<file path="src/rtl/arb_evt_pkg.sv">
package arb_evt_pkg;
  localparam int CLIENT_W = 6;
  localparam int EVT_W    = 8;
  localparam int NUM_CH   = 2;

  localparam logic [7:0] ADDR_CTRL  = 8'h90;
  localparam logic [7:0] ADDR_LIMIT = 8'hA0;
  localparam logic [7:0] ADDR_CLK   = 8'hA4;
  localparam logic [7:0] ADDR_CFG0  = 8'hA8;
  localparam logic [7:0] ADDR_CFG1  = 8'hAC;
  localparam logic [7:0] ADDR_CNT0  = 8'hB8;
  localparam logic [7:0] ADDR_CNT1  = 8'hBC;

  typedef enum logic [1:0] {CMD_RST = 2'd0, CMD_CLR = 2'd1, CMD_HALT = 2'd2, CMD_RUN = 2'd3} cmd_e;
  typedef enum logic [1:0] {PSEL_HP = 2'd0, PSEL_TMO = 2'd1, PSEL_BW = 2'd2, PSEL_NONE = 2'd3} psel_e;
  typedef enum logic [1:0] {PFLT_OFF = 2'd0, PFLT_LOW = 2'd1, PFLT_HIGH = 2'd2, PFLT_RSVD = 2'd3} pflt_e;

  localparam logic [EVT_W-1:0] EV_ANY     = 8'd0;
  localparam logic [EVT_W-1:0] EV_READ    = 8'd1;
  localparam logic [EVT_W-1:0] EV_WRITE   = 8'd2;
  localparam logic [EVT_W-1:0] EV_TURN    = 8'd3;
  localparam logic [EVT_W-1:0] EV_SUCC    = 8'd4;
  localparam logic [EVT_W-1:0] EV_BANK_AA = 8'd5;
  localparam logic [EVT_W-1:0] EV_BANK_BB = 8'd6;
  localparam logic [EVT_W-1:0] EV_PMISS   = 8'd7;
  localparam logic [EVT_W-1:0] EV_APRE    = 8'd8;

  // field positions are software visible
  typedef struct packed {
    logic [1:0]          rsv_31;
    pflt_e               pflt;
    logic                rsv_27;
    logic                client_en;
    psel_e               psel;
    logic [EVT_W-1:0]    evt;
    logic [1:0]          rsv_15;
    logic [CLIENT_W-1:0] client;
    logic [7:0]          rsv_7;
  } chan_cfg_t;

  typedef struct packed {
    logic                vld;
    logic [CLIENT_W-1:0] client;
    logic                wr;
    logic                hp;
    logic                tmo;
    logic                bw;
    logic                pmiss;
    logic                apre;
    logic                bank_aa;
    logic                bank_bb;
  } grant_t;
endpackage

</file>
<file path="src/rtl/arb_evt_hist.sv">
module arb_evt_hist
  import arb_evt_pkg::*;
(
  input  logic   clk_i,
  input  logic   rst_ni,
  input  grant_t gnt_i,
  output logic   turn_o,
  output logic   succ_o
);
  logic                prev_vld_q;
  logic                prev_wr_q;
  logic [CLIENT_W-1:0] prev_client_q;

  always_ff @(posedge clk_i or negedge rst_ni) begin
    if (!rst_ni) begin
      prev_vld_q    <= 1'b0;
      prev_wr_q     <= 1'b0;
      prev_client_q <= '0;
    end else if (gnt_i.vld) begin
      prev_vld_q    <= 1'b1;
      prev_wr_q     <= gnt_i.wr;
      prev_client_q <= gnt_i.client;
    end
  end

  assign turn_o = gnt_i.vld && prev_vld_q && (gnt_i.wr != prev_wr_q);
  assign succ_o = gnt_i.vld && prev_vld_q && (gnt_i.client == prev_client_q);

  // a_r8: a repeat win needs the same client as the last grant
  a_r8_succ_same_client: assert property (@(posedge clk_i) disable iff (!rst_ni)
    (gnt_i.vld && succ_o) |=> (prev_client_q == $past(gnt_i.client)));
endmodule

</file>
<file path="src/rtl/arb_evt_qual.sv">
module arb_evt_qual
  import arb_evt_pkg::*;
(
  input  logic      clk_i,
  input  logic      rst_ni,
  input  grant_t    gnt_i,
  input  chan_cfg_t cfg_i,
  input  logic      turn_i,
  input  logic      succ_i,
  output logic      hit_o
);
  logic raw_evt, client_ok, flag, prio_ok;

  always_comb begin
    unique case (cfg_i.evt)
      EV_ANY:     raw_evt = gnt_i.vld;
      EV_READ:    raw_evt = gnt_i.vld && !gnt_i.wr;
      EV_WRITE:   raw_evt = gnt_i.vld && gnt_i.wr;
      EV_TURN:    raw_evt = turn_i;
      EV_SUCC:    raw_evt = succ_i;
      EV_BANK_AA: raw_evt = gnt_i.vld && gnt_i.bank_aa;
      EV_BANK_BB: raw_evt = gnt_i.vld && gnt_i.bank_bb;
      EV_PMISS:   raw_evt = gnt_i.vld && gnt_i.pmiss;
      EV_APRE:    raw_evt = gnt_i.vld && gnt_i.apre;
      default:    raw_evt = 1'b0;
    endcase
  end

  always_comb begin
    unique case (cfg_i.psel)
      PSEL_HP:  flag = gnt_i.hp;
      PSEL_TMO: flag = gnt_i.tmo;
      PSEL_BW:  flag = gnt_i.bw;
      default:  flag = 1'b0;
    endcase
  end

  always_comb begin
    unique case (cfg_i.pflt)
      PFLT_LOW:  prio_ok = !flag;
      PFLT_HIGH: prio_ok = flag;
      default:   prio_ok = 1'b1;
    endcase
  end

  assign client_ok = !cfg_i.client_en || (gnt_i.client == cfg_i.client);
  assign hit_o     = raw_evt && client_ok && prio_ok;

  a_r6_hit_needs_grant: assert property (@(posedge clk_i) disable iff (!rst_ni)
    hit_o |-> gnt_i.vld);
  a_r9_client_match: assert property (@(posedge clk_i) disable iff (!rst_ni)
    (hit_o && cfg_i.client_en) |-> (gnt_i.client == cfg_i.client));
endmodule

</file>
<file path="src/rtl/arb_evt_sat_cnt.sv">
module arb_evt_sat_cnt #(
  parameter int W = 32
) (
  input  logic         clk_i,
  input  logic         rst_ni,
  input  logic         clr_i,
  input  logic         inc_i,
  input  logic [W-1:0] lim_i,
  output logic [W-1:0] cnt_o
);
  logic [W-1:0] cnt_q;

  always_ff @(posedge clk_i or negedge rst_ni) begin
    if (!rst_ni)                    cnt_q <= '0;
    else if (clr_i)                 cnt_q <= '0;
    else if (inc_i && cnt_q < lim_i) cnt_q <= cnt_q + 1'b1;
  end

  assign cnt_o = cnt_q;

  a_r5_no_wrap: assert property (@(posedge clk_i) disable iff (!rst_ni)
    !clr_i |=> (cnt_q >= $past(cnt_q)));
  a_r3_hold_idle: assert property (@(posedge clk_i) disable iff (!rst_ni)
    (!clr_i && !inc_i) |=> $stable(cnt_q));
endmodule

</file>
<file path="src/rtl/arb_evt_stat.sv">
module arb_evt_stat
  import arb_evt_pkg::*;
#(
  parameter int CNT_W = 32
) (
  input  logic                clk_i,
  input  logic                rst_ni,
  input  logic                reg_valid_i,
  input  logic                reg_write_i,
  input  logic [7:0]          reg_addr_i,
  input  logic [31:0]         reg_wdata_i,
  output logic [31:0]         reg_rdata_o,
  input  logic                gnt_valid_i,
  input  logic [CLIENT_W-1:0] gnt_client_i,
  input  logic                gnt_write_i,
  input  logic                gnt_hp_i,
  input  logic                gnt_tmo_i,
  input  logic                gnt_bw_i,
  input  logic                gnt_page_miss_i,
  input  logic                gnt_auto_pre_i,
  input  logic                gnt_bank_aa_i,
  input  logic                gnt_bank_bb_i
);
  localparam logic [CNT_W-1:0] LIM_MAX = '1;

  grant_t     gnt;
  chan_cfg_t  cfg_q   [NUM_CH];
  chan_cfg_t  cfg_new;
  logic [CNT_W-1:0] limit_q, clk_cnt;
  logic [CNT_W-1:0] evt_cnt [NUM_CH];
  logic [NUM_CH-1:0] hit;
  cmd_e       cmd_q, cmd_new;
  logic       run_q, wr_acc, ctl_wr, zero_cnt, win_open, turn, succ;

  assign gnt = '{vld: gnt_valid_i, client: gnt_client_i, wr: gnt_write_i,
                 hp: gnt_hp_i, tmo: gnt_tmo_i, bw: gnt_bw_i,
                 pmiss: gnt_page_miss_i, apre: gnt_auto_pre_i,
                 bank_aa: gnt_bank_aa_i, bank_bb: gnt_bank_bb_i};

  assign wr_acc   = reg_valid_i && reg_write_i;
  assign ctl_wr   = wr_acc && (reg_addr_i == ADDR_CTRL);
  assign cmd_new  = cmd_e'(reg_wdata_i[9:8]);
  assign zero_cnt = ctl_wr && (cmd_new == CMD_RST || cmd_new == CMD_CLR);
  // command cycles never count
  assign win_open = run_q && !ctl_wr && (clk_cnt < limit_q);

  always_comb begin
    cfg_new        = chan_cfg_t'(reg_wdata_i);
    cfg_new.rsv_31 = '0;
    cfg_new.rsv_27 = 1'b0;
    cfg_new.rsv_15 = '0;
    cfg_new.rsv_7  = '0;
  end

  always_ff @(posedge clk_i or negedge rst_ni) begin
    if (!rst_ni) begin
      run_q   <= 1'b0;
      cmd_q   <= CMD_RST;
      limit_q <= LIM_MAX;
    end else if (ctl_wr) begin
      cmd_q <= cmd_new;
      unique case (cmd_new)
        CMD_RST:  begin run_q <= 1'b0; limit_q <= LIM_MAX; end
        CMD_CLR:  run_q <= run_q;
        CMD_HALT: run_q <= 1'b0;
        default:  run_q <= 1'b1;
      endcase
    end else if (wr_acc && reg_addr_i == ADDR_LIMIT) begin
      limit_q <= reg_wdata_i[CNT_W-1:0];
    end
  end

  arb_evt_hist u_hist (
    .clk_i  (clk_i),
    .rst_ni (rst_ni),
    .gnt_i  (gnt),
    .turn_o (turn),
    .succ_o (succ)
  );

  arb_evt_sat_cnt #(.W(CNT_W)) u_clk_cnt (
    .clk_i  (clk_i),
    .rst_ni (rst_ni),
    .clr_i  (zero_cnt),
    .inc_i  (win_open),
    .lim_i  (limit_q),
    .cnt_o  (clk_cnt)
  );

  for (genvar c = 0; c < NUM_CH; c++) begin : g_ch
    localparam logic [7:0] CFG_ADDR = (c == 0) ? ADDR_CFG0 : ADDR_CFG1;

    always_ff @(posedge clk_i or negedge rst_ni) begin
      if (!rst_ni)                                  cfg_q[c] <= '0;
      else if (ctl_wr && cmd_new == CMD_RST)        cfg_q[c] <= '0;
      else if (wr_acc && reg_addr_i == CFG_ADDR)    cfg_q[c] <= cfg_new;
    end

    arb_evt_qual u_qual (
      .clk_i  (clk_i),
      .rst_ni (rst_ni),
      .gnt_i  (gnt),
      .cfg_i  (cfg_q[c]),
      .turn_i (turn),
      .succ_i (succ),
      .hit_o  (hit[c])
    );

    arb_evt_sat_cnt #(.W(CNT_W)) u_evt_cnt (
      .clk_i  (clk_i),
      .rst_ni (rst_ni),
      .clr_i  (zero_cnt),
      .inc_i  (win_open && hit[c]),
      .lim_i  (LIM_MAX),
      .cnt_o  (evt_cnt[c])
    );

    a_r5_evt_le_clk: assert property (@(posedge clk_i) disable iff (!rst_ni)
      evt_cnt[c] <= clk_cnt);
  end

  always_comb begin
    reg_rdata_o = '0;
    if (reg_valid_i && !reg_write_i) begin
      unique case (reg_addr_i)
        ADDR_CTRL:  reg_rdata_o = 32'(cmd_q) << 8;
        ADDR_LIMIT: reg_rdata_o = 32'(limit_q);
        ADDR_CLK:   reg_rdata_o = 32'(clk_cnt);
        ADDR_CFG0:  reg_rdata_o = cfg_q[0];
        ADDR_CFG1:  reg_rdata_o = cfg_q[1];
        ADDR_CNT0:  reg_rdata_o = 32'(evt_cnt[0]);
        ADDR_CNT1:  reg_rdata_o = 32'(evt_cnt[1]);
        default:    reg_rdata_o = '0;
      endcase
    end
  end

  a_r3_ctl_cycle_no_count: assert property (@(posedge clk_i) disable iff (!rst_ni)
    ctl_wr |=> (clk_cnt <= $past(clk_cnt)));
  a_r3_frozen: assert property (@(posedge clk_i) disable iff (!rst_ni)
    (!run_q && !ctl_wr) |=> ($stable(clk_cnt) && $stable(evt_cnt[0]) && $stable(evt_cnt[1])));
  a_r4_zeroed: assert property (@(posedge clk_i) disable iff (!rst_ni)
    zero_cnt |=> (clk_cnt == '0 && evt_cnt[0] == '0 && evt_cnt[1] == '0));
  a_r5_limit_hold: assert property (@(posedge clk_i) disable iff (!rst_ni)
    (!ctl_wr && clk_cnt >= limit_q) |=> $stable(clk_cnt));
endmodule

</file>
<file path="config.mk">
export PLATFORM = sky130hd
export DESIGN_NAME = arb_evt_stat
export DESIGN_NICKNAME = d
export VERILOG_FILES = /design/src/rtl/arb_evt_pkg.sv /design/src/rtl/arb_evt_hist.sv /design/src/rtl/arb_evt_qual.sv /design/src/rtl/arb_evt_sat_cnt.sv /design/src/rtl/arb_evt_stat.sv
export SDC_FILE = /design/constraint.sdc
export NUM_CORES = 1
export LEC_CHECK = 0
export BUFFER_PORTS_ARGS = -buffer_cell sky130_fd_sc_hd__buf_2
export CORE_MARGIN = 3
export CORE_UTILIZATION = 62
export DETAILED_ROUTE_END_ITERATION = 10
export PLACE_DENSITY = 0.82
export SETUP_SLACK_MARGIN = 0.05
export SYNTH_ARGS = -nofsm -noshare
export SYNTH_HDL_FRONTEND = slang
export SYNTH_HIERARCHICAL = 1
export SYNTH_SLANG_ARGS = --single-unit
</file>
<file path="constraint.sdc">
create_clock -name clk_i -period 3.9 [get_ports clk_i]
set_input_delay 0.585 -clock clk_i [delete_from_list [all_inputs] [get_ports clk_i]]
set_output_delay 0.585 -clock clk_i [all_outputs]
set_load 0.05 [all_outputs]
</file>
==> results.sh, run 1 <==
export IMPL_final_max_slew_violation_count=0
export IMPL_fp_row_count=53
export IMPL_crit_path_start_kind="flop"
export IMPL_drive_gt1_share_pct=15.8
export IMPL_rrSetupSlack_ns=0.12
export IMPL_pre_cts_ws_ns=-0.114
export IMPL_relSlewSlack_pct=21.5
export IMPL_worst_setup_path_type="flop to flop"
export IMPL_avgViaCountPerCell=6.81
export IMPL_grt_pass1_vias=12400
export IMPL_synth_avg_cell_area_um2=8.79
export IMPL_cts_tree="built"
export IMPL_track_usage_pct=35.2
export IMPL_critPathCaptureType="flop"
export IMPL_gp_congestion=1.01
export IMPL_min_path_type="input port to async pin"
export IMPL_power_density_mw_per_mm2=270
export IMPL_p_leak_nw=7.90
export IMPL_place_hpwl_um=31500
export IMPL_antenna_cells=0
export IMPL_core_area_mm2=0.0214
export IMPL_antenna_found_initial=0
export IMPL_wl_met2_um=19100
export IMPL_finalHoldViolations=0
export IMPL_worstMarginPinSlew_ns=1.18
export IMPL_dieArea_mm2=0.0239
export IMPL_status="finished clean"
export IMPL_yosys_warnings=6
export IMPL_grt_ovfl_total=0
export IMPL_top_layer="met4"
export IMPL_max_cap_violations=0
export IMPL_timing_final_crit_share_pct=97.0
export IMPL_path_max_fanout=26
export IMPL_num_vias=13500
export IMPL_wl_per_cell_um=21.8
export IMPL_grt_max_degree=109
export IMPL_cts_root_buffer="clkbuf_16"
export IMPL_cts_buffers_inserted=17
export IMPL_worstPathArrival_ns=4.15
export IMPL_die_w_um=154
export IMPL_peakVddDrop_mv=0.248
export IMPL_ant_nets=0
export IMPL_top_level_ports=91
export IMPL_synth_area_mm2=0.0137
export IMPL_drcViolationCount=0
export IMPL_cts_hold_buffers=0
export IMPL_start_util_pct=64.0
export IMPL_clock_insertion_delay_worst_skew_ns=0.46
export IMPL_clock_sinks=177
export IMPL_die_h_um=154
export IMPL_rsz0062_at_grt="true"
export IMPL_cp_data_required_time_ns=4.27
export IMPL_dr_pass1_iters=7
export IMPL_h_tree_depth=4
export IMPL_setup_viol=0
export IMPL_fin_setup_tns_ns=0
export IMPL_met3_length_um=4730
export IMPL_path_clk_slew_ns=0.08
export IMPL_m1WireLength_um=17300
export IMPL_first_iter_violations=1562
export IMPL_setup_ws_ns=0.117
export IMPL_port_buffers=90
export IMPL_grt_pass1_wl_um=67200
export IMPL_syn_inst=1556
export IMPL_final_nets=1885
export IMPL_wirelength_um=43200
export IMPL_fmax_mhz=264
export IMPL_clockBufferDepth=2
export IMPL_final_min_clock_period_ns=3.78
export IMPL_area_delta_synth_final_pct=13.0
export IMPL_finClkSkew_ns=0.0175
==> layout by cell type, fill, tap and decap left out, types with 33 or more instances in the layout <==
| master | count |
|---|---|
| ha_1 | 131 |
| a22o_1 | 37 |
| nand2_1 | 99 |
| buf_4 | 54 |
| inv_1 | 141 |
| conb_1 | 64 |
| a21oi_1 | 175 |
| o21ai_0 | 44 |
| o31ai_1 | 77 |
| dfrtp_1 | 145 |
| nand3_1 | 50 |
| nor3_1 | 42 |
| nand4_1 | 58 |
| buf_2 | 89 |
| nor2_1 | 50 |
| or4_1 | 73 |
| a22oi_1 | 33 |
==> routing by layer <==
layer / GRT usage [%] / vias up
met5: 0 / -
met4: 15.9 / 0
met3: 7.44 / 136
met2: 53.0 / 840
met1: 49.1 / 6450
li1: - / 6083
==> where the power goes <==
part / switching [mW] / total [mW] / internal [mW]
Clock: 0.891 / 1.82 / 0.928
Combinational: 0.244 / 0.397 / 0.154
Sequential: 0.0635 / 1.95 / 1.89
==> final timing paths <==
path,start,to,depth (start not counted)
worst min register to register,u_hist/prev_vld_q,u_hist/prev_vld_q,1
max in group asynchronous,rst_ni,limit_q[5],2
worst max register to register,limit_q[17],g_ch[0].u_evt_cnt/cnt_o[14],13
worst min-delay path,rst_ni,g_ch[1].u_evt_cnt/cnt_o[14],1
worst max-delay path,limit_q[17],g_ch[0].u_evt_cnt/cnt_o[14],13
min in group clk_i,reg_wdata_i[24],cfg_q[24],2
==> registers in the layout, indices dropped and copies added, names as in the netlist <==
register and cells:
u_hist/prev_wr_q 1, cfg_q 38, limit_q 32, run_q 1
u_hist/prev_vld_q 1, cmd_q 2, u_clk_cnt/cnt_o 32, u_hist/prev_client_q 6
g_ch.u_evt_cnt/cnt_o 64
==> what timing repair did <==
item	CTS	global route
setup buffers	0	0
endpoints found under the setup margin	0	29
gates resized for setup	0	1
==> worst max-delay path, cell delays in order (launching register included) <==
cell,delay [ns]
dfstp_2,0.56
inv_1,0.06
ha_1,0.32
a21o_1,0.19
a221o_1,0.32
a22oi_1,0.13
nand4_1,0.30
nor3b_2,0.36
nand2b_1,0.16
a221oi_4,0.26
nand2_1,0.11
buf_4,0.22
or4_1,0.54
a21oi_1,0.17
==> layout make-up <==
type | count | area, um^2
timing repair buffer | 147 | 922
fill | 1620 | 5910
tap | 275 | 344
clock buffer | 17 | 425
sequential | 177 | 4470
inverter | 141 | 529
multi-input combinational | 1211 | 8570
clock inverter | 15 | 181
==> per-stage QoR <==
stage / hold WS (ns) / area (um^2) / power [mW] / util [%] / std cells
final: 0.237 / 15400 / 4.17 / 72.3 / 1983
after floorplan: 0.289 / 13900 / 2.19 / - / 1619
after detailed placement: 0.454 / 14800 / 2.37 / 69.5 / 1951
after CTS: 0.290 / 15400 / 4.16 / 72.3 / 1983
after global routing: 0.304 / 15400 / 4.30 / 72.3 / 1983
after global placement: 0.466 / 14800 / 2.35 / 69.5 / 1951
No activity file was read; power rests on OpenSTA's default activity.
==> inputs of run 2 (changes only) <==
--- a/config.mk
+++ b/config.mk
@@ -10,7 +10,7 @@
 export CORE_UTILIZATION = 62
 export DETAILED_ROUTE_END_ITERATION = 10
 export PLACE_DENSITY = 0.82
-export SETUP_SLACK_MARGIN = 0.05
+export SETUP_SLACK_MARGIN = 0.4
 export SYNTH_ARGS = -nofsm -noshare
 export SYNTH_HDL_FRONTEND = slang
 export SYNTH_HIERARCHICAL = 1
==> results.sh, run 2 (same netlist as run 1, synthesis figures left out) <==
export IMPL_setup_ws_ns=0.317
export IMPL_first_iter_violations=1728
export IMPL_setup_viol=0
export IMPL_relSlewSlack_pct=11.7
export IMPL_grt_ovfl_total=0
export IMPL_core_area_mm2=0.0214
export IMPL_clock_insertion_delay_worst_skew_ns=0.44
export IMPL_drcViolationCount=0
export IMPL_p_int_mw=2.92
export IMPL_dpl_cell_count=1958
export IMPL_final_min_clock_period_ns=3.58
export IMPL_pwr_share_seq_pct=47.2
export IMPL_top_level_ports=91
export IMPL_stdcell_count=2011
export IMPL_final_max_slew_violation_count=0
export IMPL_drive_gt1_share_pct=21.3
export IMPL_pre_cts_ws_ns=-0.0367
export IMPL_critPathCaptureType="flop"
export IMPL_power_density_mw_per_mm2=255
export IMPL_num_vias=13800
export IMPL_p_sw_mw=1.20
export IMPL_cts_root_buffer="clkbuf_16"
export IMPL_worstPathArrival_ns=3.94
export IMPL_p_clk_share_pct=42.5
export IMPL_hold_ws_ns=0.156
export IMPL_cpMaxStageDelayCell="dfstp_2"
export IMPL_area_delta_synth_final_pct=18.4
export IMPL_grt_pass1_vias=12600
export IMPL_final_cell_mix="161 x a21oi_1, 145 x dfrtp_1, 139 x inv_1"
export IMPL_start_util_pct=64.0
export IMPL_die_w_um=154
export IMPL_dr_pass1_iters=8
export IMPL_die_h_um=154
export IMPL_finClkSkew_ns=0.0102
export IMPL_clockBufferDepth=2
export IMPL_crit_top_cell="buf_6"
export IMPL_total_power_mw=4.13
export IMPL_track_usage_pct=35.3
export IMPL_fmax_mhz=279
export IMPL_status="finished clean"
export IMPL_finalHoldViolations=0
export IMPL_wirelength_um=45200
export IMPL_ant_nets=0
export IMPL_dieArea_mm2=0.0239
export IMPL_crit_path_start_kind="flop"
export IMPL_worstMarginPinSlew_ns=1.32
export IMPL_antenna_cells=0
export IMPL_layout_cells_most_common="a21oi_1"
export IMPL_cts_buffers_inserted=17
export IMPL_path_clk_slew_ns=0.08
export IMPL_timing_final_crit_share_pct=91.9
export IMPL_cp_data_required_time_ns=4.26
export IMPL_p_leak_nw=8.08
export IMPL_largest_reg_flops=64
export IMPL_peakVddDrop_mv=0.235
export IMPL_max_cap_violations=0
export IMPL_max_stage_delay_ns=0.57
export IMPL_h_tree_depth=4
export IMPL_gp_congestion=0.984
export IMPL_place_hpwl_um=31700
export IMPL_path_max_fanout=8
export IMPL_fill_cells=1499
export IMPL_wl_per_cell_um=22.5
export IMPL_cts_tree="built"
export IMPL_grt_max_degree=109
export IMPL_port_buffers=90
export IMPL_grt_pass1_wl_um=67800
export IMPL_min_path_type="input port to async pin"
export IMPL_clock_sinks=177
export IMPL_fp_row_count=53
export IMPL_rsz0062_at_grt="true"
export IMPL_antenna_found_initial=0
export IMPL_p_sw_share_pct=29.2
export IMPL_avgViaCountPerCell=6.88
export IMPL_worst_setup_path_type="flop to flop"
export IMPL_path_cells="inv_2, ha_4, and2_4, a221o_1, a22oi_1, nand4_1, buf_6, nor3b_4, nand2b_1, a221oi_4, nand2_4, buf_6, or4_1, a21oi_1"
export IMPL_cts_hold_buffers=0
export IMPL_fin_setup_tns_ns=0
export IMPL_final_nets=1913
export IMPL_combPwrFrac_pct=10.3
-- run 2: area by class of cell --
cell class / count / area, um^2 / share of cell area (%)
clock inverter: 15 / 166 / 1.03
tap: 275 / 344 / 2.13
clock buffer: 17 / 425 / 2.63
sequential: 177 / 4470 / 27.6
timing repair buffer: 172 / 1190 / 7.37
multi-input combinational: 1214 / 9050 / 56.0
inverter: 141 / 529 / 3.27
-- run 2: final timing paths --
path / end / cells past startpoint / start / slack (ns)
setup / recovery: g_ch[1].u_evt_cnt/cnt_o[28] / 14 / limit_q[18] / 0.32
hold / removal: g_ch[1].u_evt_cnt/cnt_o[17] / 1 / rst_ni / 0.16
setup reg to reg: g_ch[1].u_evt_cnt/cnt_o[28] / 14 / limit_q[18] / 0.32
max in group asynchronous: limit_q[21] / 2 / rst_ni / 2.87
hold reg to reg: u_hist/prev_vld_q / 1 / u_hist/prev_vld_q / 0.47
min in group clk_i: limit_q[2] / 3 / reg_wdata_i[2] / 0.41
-- run 2: power groups by stage --
stage / sequential, mW / clock (mW) / combinational (mW)
finish: 1.95 / 1.75 / 0.426
global route: 1.95 / 1.84 / 0.469
CTS: 1.94 / 1.76 / 0.400
detailed placement: 1.98 / 0 / 0.391
global placement: 1.98 / 0 / 0.377
floorplan: 1.96 / 0 / 0.225
-- run 2: per-stage QoR --
step / cell area [um^2] / utilization [%]
floorplan: 14000 / -
finish: 16200 / 75.8
detailed placement: 14900 / 69.9
CTS: 15600 / 73.1
global placement: 14900 / 69.9
global route: 16200 / 75.8
-- run 2: metal layers --
metal / up-vias / part of all wire (%) / GRT usage, %
met3: 150 / 11 / 6.99
met2: 877 / 45 / 53.5
met5: - / 0 / 0
met4: 0 / 4.2 / 13.6
li1: 6150 / - / -
met1: 6664 / 40 / 50.2
-- run 2: what timing repair did --
action	CTS	global route
setup buffers	2	12
pin swaps	1	47
endpoints found under the setup margin	75	98
resized for setup	14	83
gates cloned	0	7
-- run 2: critical path, delay by kind of cell, from the launching register on --
kind	cells	cell delay, ns
buffers and inverters	3	0.43
AOI/OAI and AO/OA	4	0.92
DFF	1	0.57
and+or+nand+nor	6	1.33
adders and majority gates	1	0.23
